--- src/rtl/pwm_tmr_pkg.sv ---
`timescale 1ns/1ps
package pwm_tmr_pkg;

    // highest prescale code with its own divider; 4^k needs 2k counter bits
    localparam int unsigned PSEL_MAX = 5;
    localparam int unsigned PRESC_W  = 2 * PSEL_MAX;

    localparam logic [1:0] ADDR_CTRL = 2'd0;
    localparam logic [1:0] ADDR_RLD  = 2'd1;
    localparam logic [1:0] ADDR_CMP  = 2'd2;
    localparam logic [1:0] ADDR_CNT  = 2'd3;

    typedef enum logic [1:0] {
        MODE_SET  = 2'b00,
        MODE_CLR  = 2'b01,
        MODE_TGL  = 2'b10,
        MODE_TGLB = 2'b11
    } pwm_mode_e;

    // packed MSB first: bit 7 pin_lvl ... bit 0 run
    typedef struct packed {
        logic      pin_lvl;
        logic      ext_sel;
        pwm_mode_e mode;
        logic [2:0] psel;
        logic      run;
    } ctrl_t;

    localparam int unsigned CTRL_W = $bits(ctrl_t);

endpackage

--- src/rtl/pwm_tmr_regs.sv ---
`timescale 1ns/1ps
module pwm_tmr_regs
    import pwm_tmr_pkg::*;
#(
    parameter int unsigned DATA_W = 16
) (
    input  logic              clk,
    input  logic              rst_n,
    input  logic              wr_en,
    input  logic [1:0]        wr_addr,
    input  logic [DATA_W-1:0] wr_data,
    input  logic [1:0]        rd_addr,
    input  logic [DATA_W-1:0] count_i,
    output ctrl_t             ctrl_o,
    output logic [DATA_W-1:0] reload_o,
    output logic [DATA_W-1:0] compare_o,
    output logic              cnt_ld_o,
    output logic [DATA_W-1:0] cnt_ld_val_o,
    output logic              pin_ld_o,
    output logic              pin_ld_val_o,
    output logic [DATA_W-1:0] rd_data_o
);

    localparam int unsigned PAD_W = DATA_W - CTRL_W;

    typedef struct packed {
        ctrl_t             ctrl;
        logic [DATA_W-1:0] reload;
        logic [DATA_W-1:0] compare;
    } regs_t;

    regs_t regs_d, regs_q;
    ctrl_t wr_ctrl;

    always_comb begin
        wr_ctrl = ctrl_t'(wr_data[CTRL_W-1:0]);
        regs_d  = regs_q;
        if (wr_en) begin
            unique case (wr_addr)
                ADDR_CTRL: regs_d.ctrl    = wr_ctrl;
                ADDR_RLD:  regs_d.reload  = wr_data;
                ADDR_CMP:  regs_d.compare = wr_data;
                default:   ;
            endcase
        end
    end

    always_ff @(posedge clk or negedge rst_n) begin
        if (!rst_n) regs_q <= '0;
        else        regs_q <= regs_d;
    end

    assign ctrl_o       = regs_q.ctrl;
    assign reload_o     = regs_q.reload;
    assign compare_o    = regs_q.compare;
    assign cnt_ld_o     = wr_en && (wr_addr == ADDR_CNT);
    assign cnt_ld_val_o = wr_data;
    assign pin_ld_o     = wr_en && (wr_addr == ADDR_CTRL) && !regs_q.ctrl.run && !wr_ctrl.run;
    assign pin_ld_val_o = wr_ctrl.pin_lvl;

    always_comb begin
        unique case (rd_addr)
            ADDR_CTRL: rd_data_o = {{PAD_W{1'b0}}, regs_q.ctrl};
            ADDR_RLD:  rd_data_o = regs_q.reload;
            ADDR_CMP:  rd_data_o = regs_q.compare;
            default:   rd_data_o = count_i;
        endcase
    end

    // the run bit can only move through a control write
    run_write_only_chk: assert property (@(posedge clk) disable iff (!rst_n)
        !(wr_en && wr_addr == ADDR_CTRL) |=> $stable(ctrl_o.run));

endmodule

--- src/rtl/pwm_tmr_tick.sv ---
`timescale 1ns/1ps
module pwm_tmr_tick
    import pwm_tmr_pkg::*;
#(
    parameter int unsigned SYNC_STAGES = 2
) (
    input  logic       clk,
    input  logic       rst_n,
    input  logic       run_i,
    input  logic       ext_sel_i,
    input  logic [2:0] psel_i,
    input  logic       ext_pin_i,
    output logic       tick_o
);

    typedef struct packed {
        logic [PRESC_W-1:0]     presc;
        logic [SYNC_STAGES-1:0] sync;
        logic                   prev;
    } tick_st_t;

    tick_st_t st_d, st_q;
    logic [PRESC_W-1:0] term;
    logic               fall;
    logic               presc_hit;

    // 4^k - 1 for codes up to PSEL_MAX, zero (divide by one) above
    always_comb begin
        if (psel_i <= 3'(PSEL_MAX))
            term = (PRESC_W'(1) << {psel_i, 1'b0}) - PRESC_W'(1);
        else
            term = '0;
    end

    assign fall      = st_q.prev && !st_q.sync[SYNC_STAGES-1];
    assign presc_hit = (st_q.presc == term);

    always_comb begin
        st_d      = st_q;
        st_d.sync = {st_q.sync[SYNC_STAGES-2:0], ext_pin_i};
        st_d.prev = st_q.sync[SYNC_STAGES-1];
        if (!run_i || ext_sel_i || presc_hit)
            st_d.presc = '0;
        else
            st_d.presc = st_q.presc + PRESC_W'(1);
        tick_o = run_i && (ext_sel_i ? fall : presc_hit);
    end

    always_ff @(posedge clk or negedge rst_n) begin
        if (!rst_n) st_q <= '0;
        else        st_q <= st_d;
    end

    // one falling edge yields exactly one tick
    ext_single_tick_chk: assert property (@(posedge clk) disable iff (!rst_n)
        (tick_o && ext_sel_i) |=> (!tick_o || !ext_sel_i));

    // a divider above one never ticks on two cycles in a row
    presc_gap_chk: assert property (@(posedge clk) disable iff (!rst_n)
        (tick_o && !ext_sel_i && psel_i != 3'd0 && psel_i <= 3'(PSEL_MAX))
        |=> (!tick_o || ext_sel_i || !$stable(psel_i)));

    // a stopped timer produces no ticks
    no_tick_stopped_chk: assert property (@(posedge clk) disable iff (!rst_n)
        !run_i |-> !tick_o);

endmodule

--- src/rtl/pwm_tmr_core.sv ---
`timescale 1ns/1ps
module pwm_tmr_core
    import pwm_tmr_pkg::*;
#(
    parameter int unsigned DATA_W = 16
) (
    input  logic              clk,
    input  logic              rst_n,
    input  logic              tick_i,
    input  pwm_mode_e         mode_i,
    input  logic [DATA_W-1:0] reload_i,
    input  logic [DATA_W-1:0] compare_i,
    input  logic              cnt_ld_i,
    input  logic [DATA_W-1:0] cnt_ld_val_i,
    input  logic              pin_ld_i,
    input  logic              pin_ld_val_i,
    output logic [DATA_W-1:0] count_o,
    output logic              pwm_o
);

    typedef struct packed {
        logic [DATA_W-1:0] count;
        logic              down;
        logic              out;
    } core_st_t;

    core_st_t st_d, st_q;

    always_comb begin
        st_d = st_q;
        if (cnt_ld_i) begin
            st_d.count = cnt_ld_val_i;
            st_d.down  = 1'b0;
        end else if (tick_i) begin
            if (reload_i == '0) begin
                st_d.count = '0;
                st_d.down  = 1'b0;
            end else if ((!st_q.down && st_q.count < reload_i) || st_q.count == '0) begin
                st_d.count = st_q.count + DATA_W'(1);
                st_d.down  = (st_d.count >= reload_i);
            end else begin
                st_d.count = st_q.count - DATA_W'(1);
                st_d.down  = (st_d.count != '0);
            end
        end

        if (pin_ld_i) begin
            st_d.out = pin_ld_val_i;
        end else if (tick_i && !cnt_ld_i) begin
            unique case (mode_i)
                MODE_SET: st_d.out = st_d.down || (st_d.count < compare_i);
                MODE_CLR: st_d.out = !st_d.down && (st_d.count < compare_i);
                default:  st_d.out = st_q.out ^ (st_d.count == compare_i);
            endcase
        end
    end

    always_ff @(posedge clk or negedge rst_n) begin
        if (!rst_n) st_q <= '0;
        else        st_q <= st_d;
    end

    assign count_o = st_q.count;
    assign pwm_o   = st_q.out;


    step_by_one_chk: assert property (@(posedge clk) disable iff (!rst_n)
        (tick_i && !cnt_ld_i && reload_i != '0)
        |=> (count_o == $past(count_o) + DATA_W'(1)) || (count_o == $past(count_o) - DATA_W'(1)));


    hold_count_chk: assert property (@(posedge clk) disable iff (!rst_n)
        (!tick_i && !cnt_ld_i) |=> $stable(count_o));


    hold_out_chk: assert property (@(posedge clk) disable iff (!rst_n)
        (!tick_i && !pin_ld_i) |=> $stable(pwm_o));


    set_down_high_chk: assert property (@(posedge clk) disable iff (!rst_n)
        (tick_i && !cnt_ld_i && !pin_ld_i && mode_i == MODE_SET) |=> (!st_q.down || pwm_o));


    clr_down_low_chk: assert property (@(posedge clk) disable iff (!rst_n)
        (tick_i && !cnt_ld_i && !pin_ld_i && mode_i == MODE_CLR) |=> (!st_q.down || !pwm_o));


    zero_reload_chk: assert property (@(posedge clk) disable iff (!rst_n)
        (tick_i && !cnt_ld_i && reload_i == '0) |=> (count_o == '0));

endmodule

--- src/rtl/updown_pwm_timer.sv ---
`timescale 1ns/1ps
module updown_pwm_timer
    import pwm_tmr_pkg::*;
#(
    parameter int unsigned DATA_W      = 16,
    parameter int unsigned SYNC_STAGES = 2
) (
    input  logic              clk,
    input  logic              rst_n,
    input  logic              wr_en,
    input  logic [1:0]        wr_addr,
    input  logic [DATA_W-1:0] wr_data,
    input  logic [1:0]        rd_addr,
    output logic [DATA_W-1:0] rd_data,
    input  logic              ext_pin,
    output logic              pwm_out
);

    ctrl_t             ctrl;
    logic [DATA_W-1:0] reload;
    logic [DATA_W-1:0] compare;
    logic              cnt_ld;
    logic [DATA_W-1:0] cnt_ld_val;
    logic              pin_ld;
    logic              pin_ld_val;
    logic [DATA_W-1:0] count;
    logic              tick;

    pwm_tmr_regs #(.DATA_W(DATA_W)) u_regs (
        .clk          (clk),
        .rst_n        (rst_n),
        .wr_en        (wr_en),
        .wr_addr      (wr_addr),
        .wr_data      (wr_data),
        .rd_addr      (rd_addr),
        .count_i      (count),
        .ctrl_o       (ctrl),
        .reload_o     (reload),
        .compare_o    (compare),
        .cnt_ld_o     (cnt_ld),
        .cnt_ld_val_o (cnt_ld_val),
        .pin_ld_o     (pin_ld),
        .pin_ld_val_o (pin_ld_val),
        .rd_data_o    (rd_data)
    );

    pwm_tmr_tick #(.SYNC_STAGES(SYNC_STAGES)) u_tick (
        .clk       (clk),
        .rst_n     (rst_n),
        .run_i     (ctrl.run),
        .ext_sel_i (ctrl.ext_sel),
        .psel_i    (ctrl.psel),
        .ext_pin_i (ext_pin),
        .tick_o    (tick)
    );

    pwm_tmr_core #(.DATA_W(DATA_W)) u_core (
        .clk          (clk),
        .rst_n        (rst_n),
        .tick_i       (tick),
        .mode_i       (ctrl.mode),
        .reload_i     (reload),
        .compare_i    (compare),
        .cnt_ld_i     (cnt_ld),
        .cnt_ld_val_i (cnt_ld_val),
        .pin_ld_i     (pin_ld),
        .pin_ld_val_i (pin_ld_val),
        .count_o      (count),
        .pwm_o        (pwm_out)
    );

endmodule

--- config.mk ---
export PLATFORM = sky130hd
export DESIGN_NAME = updown_pwm_timer
export DESIGN_NICKNAME = d
export VERILOG_FILES = /design/src/rtl/pwm_tmr_pkg.sv /design/src/rtl/pwm_tmr_regs.sv /design/src/rtl/pwm_tmr_tick.sv /design/src/rtl/pwm_tmr_core.sv /design/src/rtl/updown_pwm_timer.sv
export SDC_FILE = /design/constraint.sdc
export NUM_CORES = 1
export LEC_CHECK = 0
export BUFFER_PORTS_ARGS = -buffer_cell sky130_fd_sc_hd__buf_2
export CORE_MARGIN = 1.5
export CORE_UTILIZATION = 55
export DETAILED_ROUTE_END_ITERATION = 6
export HOLD_SLACK_MARGIN = 0.02
export PLACE_DENSITY = 0.79
export SLEW_MARGIN = 30
export SYNTH_ARGS = -nofsm -noshare
export SYNTH_HDL_FRONTEND = slang
export SYNTH_SLANG_ARGS = --single-unit
--- constraint.sdc ---
create_clock -name clk -period 10.7 [get_ports clk]
set_input_delay 1.07 -clock clk [delete_from_list [all_inputs] [get_ports clk]]
set_output_delay 1.07 -clock clk [all_outputs]
set_load 0.05 [all_outputs]
======== Word-level counts from Yosys, hierarchy flattened ========
Index checks and enable logic that the tools add are counted.
word-level totals
  register bits after elaboration ......... 71
  bits of input ports ..................... 24
  logic and storage cells ................. 71
operators by class
  add/sub/neg operators ................... 4
  $lt $le $gt $ge ......................... 4
  equality and inequality tests ........... 8
  shift operators ......................... 1
  multiplexer cells ....................... 11
  bitwise logic cells ..................... 1
  reduce and logical (&&, ||, !) cells .... 29
operators with widths
  kind                                                                  count
  17-bit two-way mux                                                    4
  16-bit case mux with 3 select lines                                   1
  16-bit logical NOT                                                    2
  16-bit less-than comparator                                           2
  10-bit two-way mux                                                    2
  16-bit by 1-bit adder with 16-bit output, second input constant       1
  16-bit == test                                                        1
  16-bit >= comparator                                                  1
  16-bit nonzero test                                                   1
  16-bit by 1-bit subtractor with 16-bit output, second input constant  1
  10-bit by 1-bit adder with 10-bit output, second input constant       1
  10-bit == test                                                        1
  1-bit by 4-bit left shift with 10-bit output, first input constant    1
  10-bit by 2-bit subtractor with 10-bit output, second input constant  1
  1-bit logical AND                                                     9
  2-bit by 1-bit == test with 1-bit output, second input constant       3
  2-bit == test, second input constant                                  3
  1-bit logical NOT                                                     6
  2-bit logical NOT                                                     3
  2-bit AND reduction                                                   3
  1-bit logical OR                                                      4
  3-bit <= comparator, second input constant                            1
  1-bit two-way mux                                                     3
  1-bit case mux with 2 select lines                                    1
  other kinds (2)                                                       2

======== Longest topological paths before layout ========
Gate-level depths: netlist of run 1.
  depth in word-level cells ............... 13
  gate-level depth with buffers ........... 22
  depth with buffers taken out ............ 20

======== Cells and area by module ========
From an unflattened synthesis of run 1, not the netlist that was laid out.
unflattened totals
  cell total of the unflattened synthesis .. 688
  area total of the unflattened synthesis .. 6,414.9 um^2
by module, submodules not included
  module        times used  cells each  area each (um^2)  sequential area each (um^2)
  pwm_tmr_core  1           447         3,382.0           450.4
  pwm_tmr_regs  1           134         2,028.2           1,001.0
  pwm_tmr_tick  1           107         1,004.7           325.3

======== Worst setup path after synthesis of run 1 ========
Ideal clock, no wire load.
  path kind ............................... flip-flop to flip-flop
  from .................................... register u_regs.regs_q[34], in the netlist u_regs.ctrl_o[2]
  to ...................................... register u_core.st_q (netlist bit u_core.pwm_o)
  setup time .............................. 121 ps
  arrival time ............................ 4,444 ps
  data required time ...................... 10,579 ps
  path slack .............................. 6,135 ps
  cell stages (with the launch flop) ...... 21
  buffers on the path ..................... 2
  cells stage by stage .................... dfrtp_1 > buf_2 > or3_1 > ha_1 > or4b_1 > o21ai_1 > a22oi_1 > o211a_1 > o41a_1 > buf_2 > or2_1 > or3_1 > a31oi_1 > ha_1 > nand2_1 > nor2_1 > o2111ai_1 > o21ai_0 > a211oi_1 > a211o_2 > a22o_1
RTL lines
  element                 RTL line            RTL
  start, declared         pwm_tmr_regs.sv:32  regs_t regs_d, regs_q;
  start signal, assigned  pwm_tmr_regs.sv:50  else regs_q <= regs_d;
  end signal, assigned    pwm_tmr_core.sv:60  else st_q <= st_d;
  end, declared           pwm_tmr_core.sv:27  core_st_t st_d, st_q;

==> impl_metrics.csv, run 1 <==
group,metric,value,unit
run_status,status,"finished clean",
global_route,first_global_vias,4890,
final_layout,n_antenna_cell,0,
synthesis,synth_edf_count,0,
final_layout,fin_nets,712,
routing,drt_first_pass_iters,5,
clock_network,numCtsBuffers,9,
sta,period_share,0.509,
pwr,peakVddDrop,0.113,mV
synthesis,syn_nets,697,
clock_network,cts_tree,"yes",
critical_path,cp-end-kind,"flip-flop",
routing,wl_per_cell,19.6,µm
routing,ant_nets,0,
global_route,grt_max_degree,72,
die,die-area,0.0111,mm²
clock_network,cts_resized,0,
pwr,swShare,0.429,
clock_network,cts_buffer_depth,2,
final_layout,layout_common_cells,"dfrtp_1 (71), nor2_1 (60), ha_1 (53)",
die,io_pins,41,
placement,dp_slack,5.32,ns
global_route,grt_pass1_wl,24900,µm
final_layout,stdcell_count,776,
routing,drc_errors,0,
placement,gp_congestion,0.938,
critical_path,cp-start-kind,"flip-flop",
critical_path,path_max_fanout,26,
job,cap_violations,0,
sta,finalSetupTns,0,ns
pwr,power_frac_clock,0.205,
sta,setup_ws,5.26,ns
clock_network,insertion_delay,0.37,ns
clock_network,clock-sinks,71,
final_layout,drive_above_1_share,0.186,
placement,dp_hpwl,11200,µm
sta,rsz0062_at_grt,"false",
routing,finalWirelength,15200,µm
synthesis,syn_inst,620,
critical_path,cp.required,10.95,ns
critical_path,worstSetupPathType,"flip-flop to flip-flop",
final_layout,syn_to_final_growth,7.69,%
routing,drt_iter0_markers,540,
synthesis,ys_ff_latch,71,
die,die_h,105,µm
pwr,combPwrFrac,0.448,
synthesis,synth-main-ff-cell,"dfrtp_1",
global_route,track_usage,0.285,
global_route,antenna_found_initial,0,
global_route,grt_overflow_total,0,
die,start_util,0.562,
synthesis,synth_top_area_share,0.307,
synthesis,synth_cell_type_count,74,
pwr,p_sw,0.514,mW
sta,setup_viol,0,
worst_hold_path,min_path_cells,0,
sta,relSlewSlack,0.349,
die,row_count,37,
routing,via_per_inst,6.41,
clock_network,hold_buffers,0,
synthesis,syn_avg_cell_area,9.32,µm²
sta,hold_violations,0,
synthesis,async_reset_ff_frac,1.00,
placement,post-place-cells,760,
die,die_x,105,µm
sta,drv_slew,0,
sta,tightest_slew,0.974,ns
synthesis,synth_area_leaders,"dfrtp_1 (31%), ha_1 (11%), mux2_2 (7.4%)",
clock_network,root_buffer,"clkbuf_8",
synthesis,ys_warn_count,0,
sta,timing.fmax,184,MHz
routing,num_vias,4976,
sta,skew,0.00977,ns
placement,port_buffers,40,
clock_network,post-cts-setup-buffer-count,0,
pwr,sequentialPowerShare,0.347,
worst_hold_path,hold_class,"flip-flop to flip-flop",
synthesis,synth_area,0.00578,mm²
sta,min_period,5.44,ns
pwr,leakagePower,2.70,nW
clock_network,cts.clk_slew.worst_paths,0.07,ns
synthesis,yosysSeqAreaShare,0.307,
synthesis,yosys.area.top_type,"dfrtp_1",
die,core_area,0.0103,mm²
final_layout,fill_cells,894,
clock_network,h-tree-depth,3,
pwr,internal_power,0.684,mW
pwr,power_density,193,mW/mm²
final_layout,layout_commonest_cell,"dfrtp_1",
critical_path,reg2reg_depth,18,
critical_path,cp.arrival,5.70,ns
[metal layers]
layer / track usage / routed length (µm)
met5: 0 / 0
met3: 0.0711 / 1210
met1: 0.386 / 6570
met4: 0.119 / 455
met2: 0.437 / 6990
[cells in the mapped netlist, types with 6 or more instances]
master    count
xnor2_1      16
nor2_1       60
nand2_1      35
o21ai_0      34
a21oi_1      17
or3_1         6
inv_1        40
nand4_1       9
a211oi_1      6
mux4_2        7
xor2_1       18
mux2_2       38
a31oi_1      10
a22o_1       10
a21o_1        7
ha_1         53
dfrtp_1      71
nand3b_1      6
nor2b_1       8
clkbuf_1     27
nor3_1       13
nor4_1        9
nor3b_1       9
nand3_1      15
mux2i_1      11
[cell families after synthesis]
| kind of cell | share of synthesized area |
|---|---|
| simple gates | 0.197 |
| mux | 0.125 |
| flops | 0.307 |
| fa+ha+maj | 0.115 |
| buf+inv | 0.0563 |
| compound gates | 0.148 |
| xor+xnor | 0.0515 |
[registers in the layout, summed over array words and instances (netlist names)]
| name | count |
|---|---|
| u_core.count_o | 16 |
| u_regs.compare_o | 16 |
| u_regs.reload_o | 16 |
| u_tick.st_q | 11 |
| u_regs.ctrl_o | 8 |
| u_tick.st_d | 2 |
| u_core.pwm_o | 1 |
| u_core.st_q | 1 |
[stage by stage]
stage | cell area (µm²) | total power [mW] | util | hold WS [ns]
final | 6220 | 1.20 | 0.605 | 0.352
after global routing | 6220 | 1.28 | 0.605 | 0.360
after CTS | 6210 | 1.19 | 0.604 | 0.357
after detailed placement | 5990 | 0.939 | 0.583 | 0.340
after global placement | 5990 | 0.922 | 0.583 | 0.335
after floorplan | 5780 | 0.800 | - | 0.331
[worst max-delay path, cell delays in order, from the launching register on]
cell	delay (ns)
dfrtp_1	0.57
or3_1	0.47
ha_1	0.29
or4b_1	0.53
o21ai_1	0.09
a22oi_1	0.10
o211a_1	0.25
o41a_2	0.60
nor2_1	0.53
o211ai_1	0.23
a31oi_1	0.30
ha_1	0.19
nand4_1	0.14
nor2_1	0.16
o2111ai_1	0.13
o21ai_0	0.17
a211oi_1	0.06
a211o_2	0.30
a22o_1	0.21
[area by class of cell]
class / count / area (µm²) / share of cell area
repair buffers: 42 / 219 / 0.0352
clock buffers: 13 / 159 / 0.0255
flip-flops and latches: 71 / 1780 / 0.286
multi-input cells: 471 / 3680 / 0.592
inverters: 40 / 150 / 0.0241
well taps: 136 / 170 / 0.0273
clock inverters: 3 / 65.1 / 0.0105
[worst paths after layout]
check                                              from                              to  slack [ns]
max in group asynchronous                         rst_n        u_tick.st_q[8]$_DFF_PN0_        9.43
min in group asynchronous                         rst_n  u_regs.reload_o[9]$_DFFE_PN0P_        0.79
min                            u_tick.st_d[2]$_DFF_PN0_        u_tick.st_d[0]$_DFF_PN0_        0.35
max                        u_regs.ctrl_o[2]$_DFFE_PN0P_        u_core.pwm_o$_DFFE_PN0P_        5.26
min reg2reg                    u_tick.st_d[2]$_DFF_PN0_        u_tick.st_d[0]$_DFF_PN0_        0.35
max reg2reg                u_regs.ctrl_o[2]$_DFFE_PN0P_        u_core.pwm_o$_DFFE_PN0P_        5.26
[power by group through the flow]
stage	Clock (mW)	Combinational (mW)	Sequential (mW)
after global routing	0.259	0.593	0.423
after global placement	0	0.507	0.414
after CTS	0.247	0.528	0.412
final	0.246	0.536	0.416
after detailed placement	0	0.522	0.417
after floorplan	0	0.444	0.356
Note: power is estimated with default switching activity, not from simulation.
==> inputs of run 2 (changes only) <==
- ABC_AREA: not set -> 1
- clock period: 10.7 -> 5.6 ns (I/O delays scaled with it)
==> run 2 against run 1 <==
  * Sequential cell count unchanged
  * Die area is 3.8% lower
  * Combinational power rose to 2.8 times the previous value
  * Core utilization up 2.1 points
  * Clock-buffer cell count down 3
  * Synthesized cell count increased by 27%
  * Area after synthesis is 4.0% lower
  * Worst hold slack worse by 0.058 ns
  * Register-to-register slack got worse by 4.1 ns
==> impl_metrics.csv, run 2 <==
group,metric,value,unit
synthesis,synth_area_leaders,"dfrtp_1 (32%), nand2_1 (12%), ha_1 (12%)",
worst_hold_path,hold_class,"input port to asynchronous set/reset pin",
die,row_count,36,
final_layout,n_antenna_cell,0,
synthesis,synth_commonest_cells,"nand2_1 (179), inv_1 (118), o21ai_0 (79), dfrtp_1 (71), a21oi_1 (65)",
critical_path,path_max_fanout,19,
global_route,grtUsageMet2,0.481,
final_layout,stdcell_count,962,
sta,rsz0062_at_grt,"false",
synthesis,syn_nets,865,
global_route,use_met3,0.0598,
final_layout,syn_to_final_growth,10.4,%
critical_path,slowest_stage,"clkinv_1",
synthesis,ys_ff_latch,71,
clock_network,cts_buffer_depth,2,
final_layout,fin_nets,901,
critical_path,reg2reg_to,"u_core.pwm_o$_DFFE_PN0P_",
pwr,leakagePower,3.15,nW
sta,drv_slew,0,
placement,dp_hpwl,12100,µm
critical_path,cp.required,5.90,ns
die,die_h,103,µm
sta,holdWs,0.294,ns
sta,min_period,4.44,ns
pwr,power_density,460,mW/mm²
routing,via_per_inst,5.76,
synthesis,syn_inst,788,
global_route,antenna_found_initial,0,
placement,port_buffers,40,
critical_path,cp-start-kind,"flip-flop",
sta,skew,0.0119,ns
routing,drc_errors,0,
routing,wl_per_cell,16.4,µm
synthesis,synth_area,0.00555,mm²
sta,timing.fmax,225,MHz
clock_network,insertion_delay,0.36,ns
die,die_x,103,µm
critical_path,reg2reg_depth,22,
critical_path,path_cells,"inv_1 -> ha_1 -> nand2_1 -> nor2_4 -> nand4_1 -> nand2_1 -> clkinv_1 -> a21oi_1 -> o21ai_1 -> a22oi_1 -> ha_1 -> inv_1 -> o21bai_1 -> a221oi_1 -> nor2_1 -> o21ai_0 -> o2111ai_1 -> nand2_1 -> nand3_1 -> nand2_1 -> nand2_1 -> nand2_1",
pwr,peakVddDrop,0.242,mV
final_layout,final_core_util,0.627,
synthesis,syn_avg_cell_area,7.04,µm²
critical_path,worstSetupPathType,"flip-flop to flip-flop",
synthesis,synth-main-ff-cell,"dfrtp_1",
synthesis,async_reset_ff_frac,1.00,
sta,setup_ws,1.16,ns
final_layout,layout_common_cells,"nand2_1 (179), inv_1 (118), o21ai_0 (79)",
global_route,grt.busiest_layer,"met2",
routing,ant_nets,0,
sta,relSlewSlack,0.331,
critical_path,r2r_slack,1.16,ns
sta,hold_violations,0,
routing,finalWirelength,15700,µm
clock_network,clock-sinks,71,
global_route,track_usage,0.310,
clock_network,root_buffer,"clkbuf_8",
critical_path,r2r-start,"u_core.count_o[0]$_DFF_PN0_",
clock_network,h-tree-depth,3,
routing,num_vias,5543,
run_status,status,"finished clean",
synthesis,ys_warn_count,0,
placement,dp_slack,1.31,ns
placement,gp_congestion,0.985,
synthesis,yosys.area.top_type,"dfrtp_1",
sta,tightest_slew,0.999,ns
sta,setup_viol,0,
die,die-area,0.0107,mm²
global_route,use_met1,0.434,
routing,drt_iter0_markers,413,
job,cap_violations,0,
clock_network,cts_resized,0,
sta,period_share,0.793,
final_layout,drive_above_1_share,0.104,
die,core_area,0.00977,mm²
routing,drt_first_pass_iters,5,
die,start_util,0.568,
clock_network,cts_tree,"yes",
clock_network,numCtsBuffers,9,
global_route,first_global_vias,5108,
synthesis,yosysMostFrequentCell,"nand2_1",
clock_network,post-cts-setup-buffer-count,0,
final_layout,post-route-cell-area,0.00613,mm²
placement,placed_area,0.00587,mm²
final_layout,layout_commonest_cell,"nand2_1",
critical_path,cp-end-kind,"flip-flop",
critical_path,slowest_delay,0.53,ns
synthesis,synth_top_area_share,0.320,
synthesis,synth_cell_type_count,43,
global_route,grt_max_degree,72,
clock_network,cts.clk_slew.worst_paths,0.08,ns
global_route,grt_pass1_wl,25100,µm
critical_path,cp.arrival,4.74,ns
global_route,grt_overflow_total,0,
placement,post-place-cells,946,
pwr,p_total,2.82,mW
synthesis,yosysSeqAreaShare,0.320,
synthesis,synth_edf_count,0,
sta,finalSetupTns,0,ns
critical_path,path_common_cell,"nand2_1",
die,io_pins,41,
clock_network,hold_buffers,0,
==> run 2: cell count changes in the layout (fill, tap and decap cells not counted), moves of 8 or more <==
cell and change:
a21oi_1 +48, a22o_1 -10, a31oi_1 -10, inv_1 +78
mux2_2 -38, mux2i_1 -11, nand2_1 +144, nand3_1 +24
nor2b_1 -8, o21ai_0 +45, o221ai_1 +8, xnor2_1 -16
==> run 2: cells by family after synthesis <==
group,Yosys count,synth area share
adder cells (fa/ha/maj),53,0.120
XOR/XNOR,15,0.0237
AO/OA/AOI/OAI,176,0.172
flip-flops,71,0.320
buffers and inverters,144,0.0988
AND/OR/NAND/NOR,329,0.266
==> run 2: routing by layer <==
metal	vias to the layer above	share of wire	wire length, µm
li1	2677	-	-
met4	0	0.027	421
met1	2543	0.45	7000
met3	41	0.080	1250
met5	-	0	0
met2	282	0.45	7050
==> run 2: worst max-delay path, delay by kind of cell (launching register included) <==
kind	cells	cell delay, ns
AOI/OAI and AO/OA	7	1.31
and+or+nand+nor	10	1.25
buffers and inverters	3	0.83
adders and majority gates	2	0.52
DFF	1	0.45
==> run 2: worst max-delay path by stage <==
stage                               end                    startpoint  cells past startpoint
2_1_floorplan  u_core.pwm_o$_DFFE_PN0P_  u_regs.ctrl_o[3]$_DFFE_PN0P_                     31
3_3_place_gp   u_core.pwm_o$_DFFE_PN0P_   u_core.count_o[0]$_DFF_PN0_                     18
3_5_place_dp   u_core.pwm_o$_DFFE_PN0P_   u_core.count_o[0]$_DFF_PN0_                     22
4_1_cts        u_core.pwm_o$_DFFE_PN0P_   u_core.count_o[0]$_DFF_PN0_                     22
5_1_grt        u_core.pwm_o$_DFFE_PN0P_   u_core.count_o[0]$_DFF_PN0_                     22
6_report       u_core.pwm_o$_DFFE_PN0P_   u_core.count_o[0]$_DFF_PN0_                     22
==> run 2: cell type report <==
type	count	area, µm²
Timing Repair Buffer	43	226
Fill cell	895	3650
Clock buffer	10	138
Tap cell	133	166
Multi-Input combinational cell	573	3240
Inverter	126	473
Clock inverter	6	108
Sequential cell	71	1780
==> run 2: report_power, final <==
| group | total [mW] | leakage (nW) | switching, mW | internal [mW] |
|---|---|---|---|---|
| sequential | 0.804 | 0.881 | 0.180 | 0.625 |
| combinational | 1.50 | 2.15 | 1.00 | 0.500 |
| clock | 0.511 | 0.122 | 0.204 | 0.306 |
==> inputs of run 3 (changes only) <==
- clock period: 5.6 -> 4.47 ns (I/O delays scaled with it)
==> run 3 against run 2 <==
  * Combinational power is 31% higher
  * Clock skew fell by 0.0037 ns
  * Clock power grew 9.6%
  * Maximum frequency is 7.0% higher
  * Power up 25%
  * Sequential cell count is the same
  * Design area grew 0.67%
  * Setup slack lost 0.84 ns
  * Core utilization grew 0.42 points
  * Via count increased by 1.2%
  * Wire length is 4.0% higher
  * Highest routed layer unchanged
==> impl_metrics.csv, run 3 (same netlist as run 2, synthesis figures left out) <==
group,metric,value,unit
placement,post-place-cells,949,
critical_path,path_common_cell,"nand2_1",
final_layout,drive_above_1_share,0.118,
global_route,antenna_found_initial,0,
pwr,leakagePower,3.15,nW
final_layout,stdcell_count,967,
sta,min_period,4.15,ns
run_status,status,"finished clean",
routing,drc_errors,0,
sta,holdWs,0.185,ns
clock_network,cts_buffer_depth,2,
critical_path,cp-start-kind,"flip-flop",
sta,relSlewSlack,0.441,
routing,finalWirelength,16400,µm
sta,hold_violations,0,
final_layout,syn_to_final_growth,11.2,%
routing,drt_first_pass_iters,7,
global_route,grt_max_degree,72,
placement,port_buffers,40,
global_route,track_usage,0.322,
sta,tightest_slew,0.831,ns
critical_path,slowest_stage,"dfrtp_2",
die,row_count,36,
die,die_h,103,µm
sta,drv_slew,0,
die,io_pins,41,
routing,wl_per_cell,16.9,µm
clock_network,cts.clk_slew.worst_paths,0.08,ns
routing,wirelength_met1,7410,µm
sta,skew,0.00826,ns
die,start_util,0.568,
final_layout,layout_common_cells,"nand2_1 (179), inv_1 (117), o21ai_0 (78)",
critical_path,cp-end-kind,"flip-flop",
critical_path,cp.arrival,4.45,ns
global_route,grt_pass1_wl,25700,µm
clock_network,root_buffer,"clkbuf_8",
global_route,first_global_vias,5138,
job,cap_violations,0,
sta,finalSetupTns,0,ns
routing,highest_layer,"met4",
sta,timing.fmax,241,MHz
critical_path,r2r-start,"u_regs.ctrl_o[3]$_DFFE_PN0P_",
routing,dr_wl_met3,1470,µm
pwr,power_density,572,mW/mm²
die,die_x,103,µm
worst_hold_path,hold_class,"input port to asynchronous set/reset pin",
routing,ant_nets,0,
final_layout,fill_cells,926,
sta,setup_viol,0,
clock_network,clock-sinks,71,
final_layout,register_area,0.00178,mm²
critical_path,slowest_delay,0.47,ns
clock_network,cts_tree,"yes",
placement,dp_hpwl,12600,µm
critical_path,critical_path.startpoint,"u_regs.ctrl_o[3]$_DFFE_PN0P_",
sta,period_share,0.929,
clock_network,numCtsBuffers,9,
final_layout,fin_nets,908,
die,die-area,0.0107,mm²
global_route,grt_overflow_total,0,
clock_network,h-tree-depth,3,
final_layout,n_antenna_cell,0,
die,core_area,0.00977,mm²
clock_network,hold_buffers,0,
placement,gp_congestion,1.01,
critical_path,worstSetupPathType,"flip-flop to flip-flop",
critical_path,cp.required,4.76,ns
critical_path,path_max_fanout,10,
clock_network,insertion_delay,0.36,ns
pwr,peakVddDrop,0.337,mV
final_layout,layout_commonest_cell,"nand2_1",
routing,num_vias,5610,
routing,via_per_inst,5.80,
routing,wl_met2,7030,µm
routing,drt_iter0_markers,558,
final_layout,multiInputGateArea,0.00326,mm²
## run 3: power breakdown
| group | total, mW | internal (mW) | switching (mW) |
|---|---|---|---|
| logic | 1.96 | 0.652 | 1.31 |
| registers | 1.01 | 0.783 | 0.230 |
| clock network | 0.560 | 0.310 | 0.251 |
## run 3: routing by layer
metal / vias up / track usage
li1: 2696 / -
met1: 2605 / 0.472
met2: 264 / 0.475
met3: 45 / 0.0706
met4: 0 / 0.104
met5: - / 0
## run 3: timing repair
action | 4_1_cts | 5_1_grt
setup buffers | 0 | 4
setup endpoints to repair | 1 | 1
resized for setup | 2 | 7
pin swaps | 0 | 2
## run 3: metrics by stage
stage,util,power [mW],area [µm²],setup WS (ns)
final,0.631,3.53,6170,0.316
after global placement,0.603,2.84,5890,-0.0166
after detailed placement,0.604,2.89,5900,-0.0207
after CTS,0.626,3.47,6120,0.0477
after global routing,0.631,3.82,6170,-0.00535
after floorplan,-,2.34,5550,1.12
## run 3: final timing paths
| path | endpoint | slack [ns] | cells past startpoint |
|---|---|---|---|
| min reg2reg | u_tick.st_d[0]$_DFF_PN0_ | 0.36 | 0 |
| min in group clk | u_tick.st_d[2]$_DFF_PN0_ | 0.19 | 1 |
| max in group asynchronous | u_regs.ctrl_o[1]$_DFFE_PN0P_ | 3.82 | 2 |
| max reg2reg | u_core.pwm_o$_DFFE_PN0P_ | 0.32 | 29 |
| min | u_tick.st_q[10]$_DFF_PN0_ | 0.18 | 2 |
| max | u_core.pwm_o$_DFFE_PN0P_ | 0.32 | 29 |
## run 3: area by class of cell
cell class                 instances  share of cell area
clock buffer                       9              0.0201
clock inverter                     5              0.0136
inverter                         126              0.0777
multi-input combinational        573               0.528
sequential                        71               0.288
tap                              133              0.0270
timing repair buffer              50              0.0452
## run 3: worst max-delay path: cells and delay by family (launching register included)
kind,cells,cell delay [ns]
AND/OR/NAND/NOR,16,1.49
AO/OA/AOI/OAI,7,1.19
adder cells (fa/ha/maj),2,0.55
flip-flops,1,0.47
buffers and inverters,4,0.36
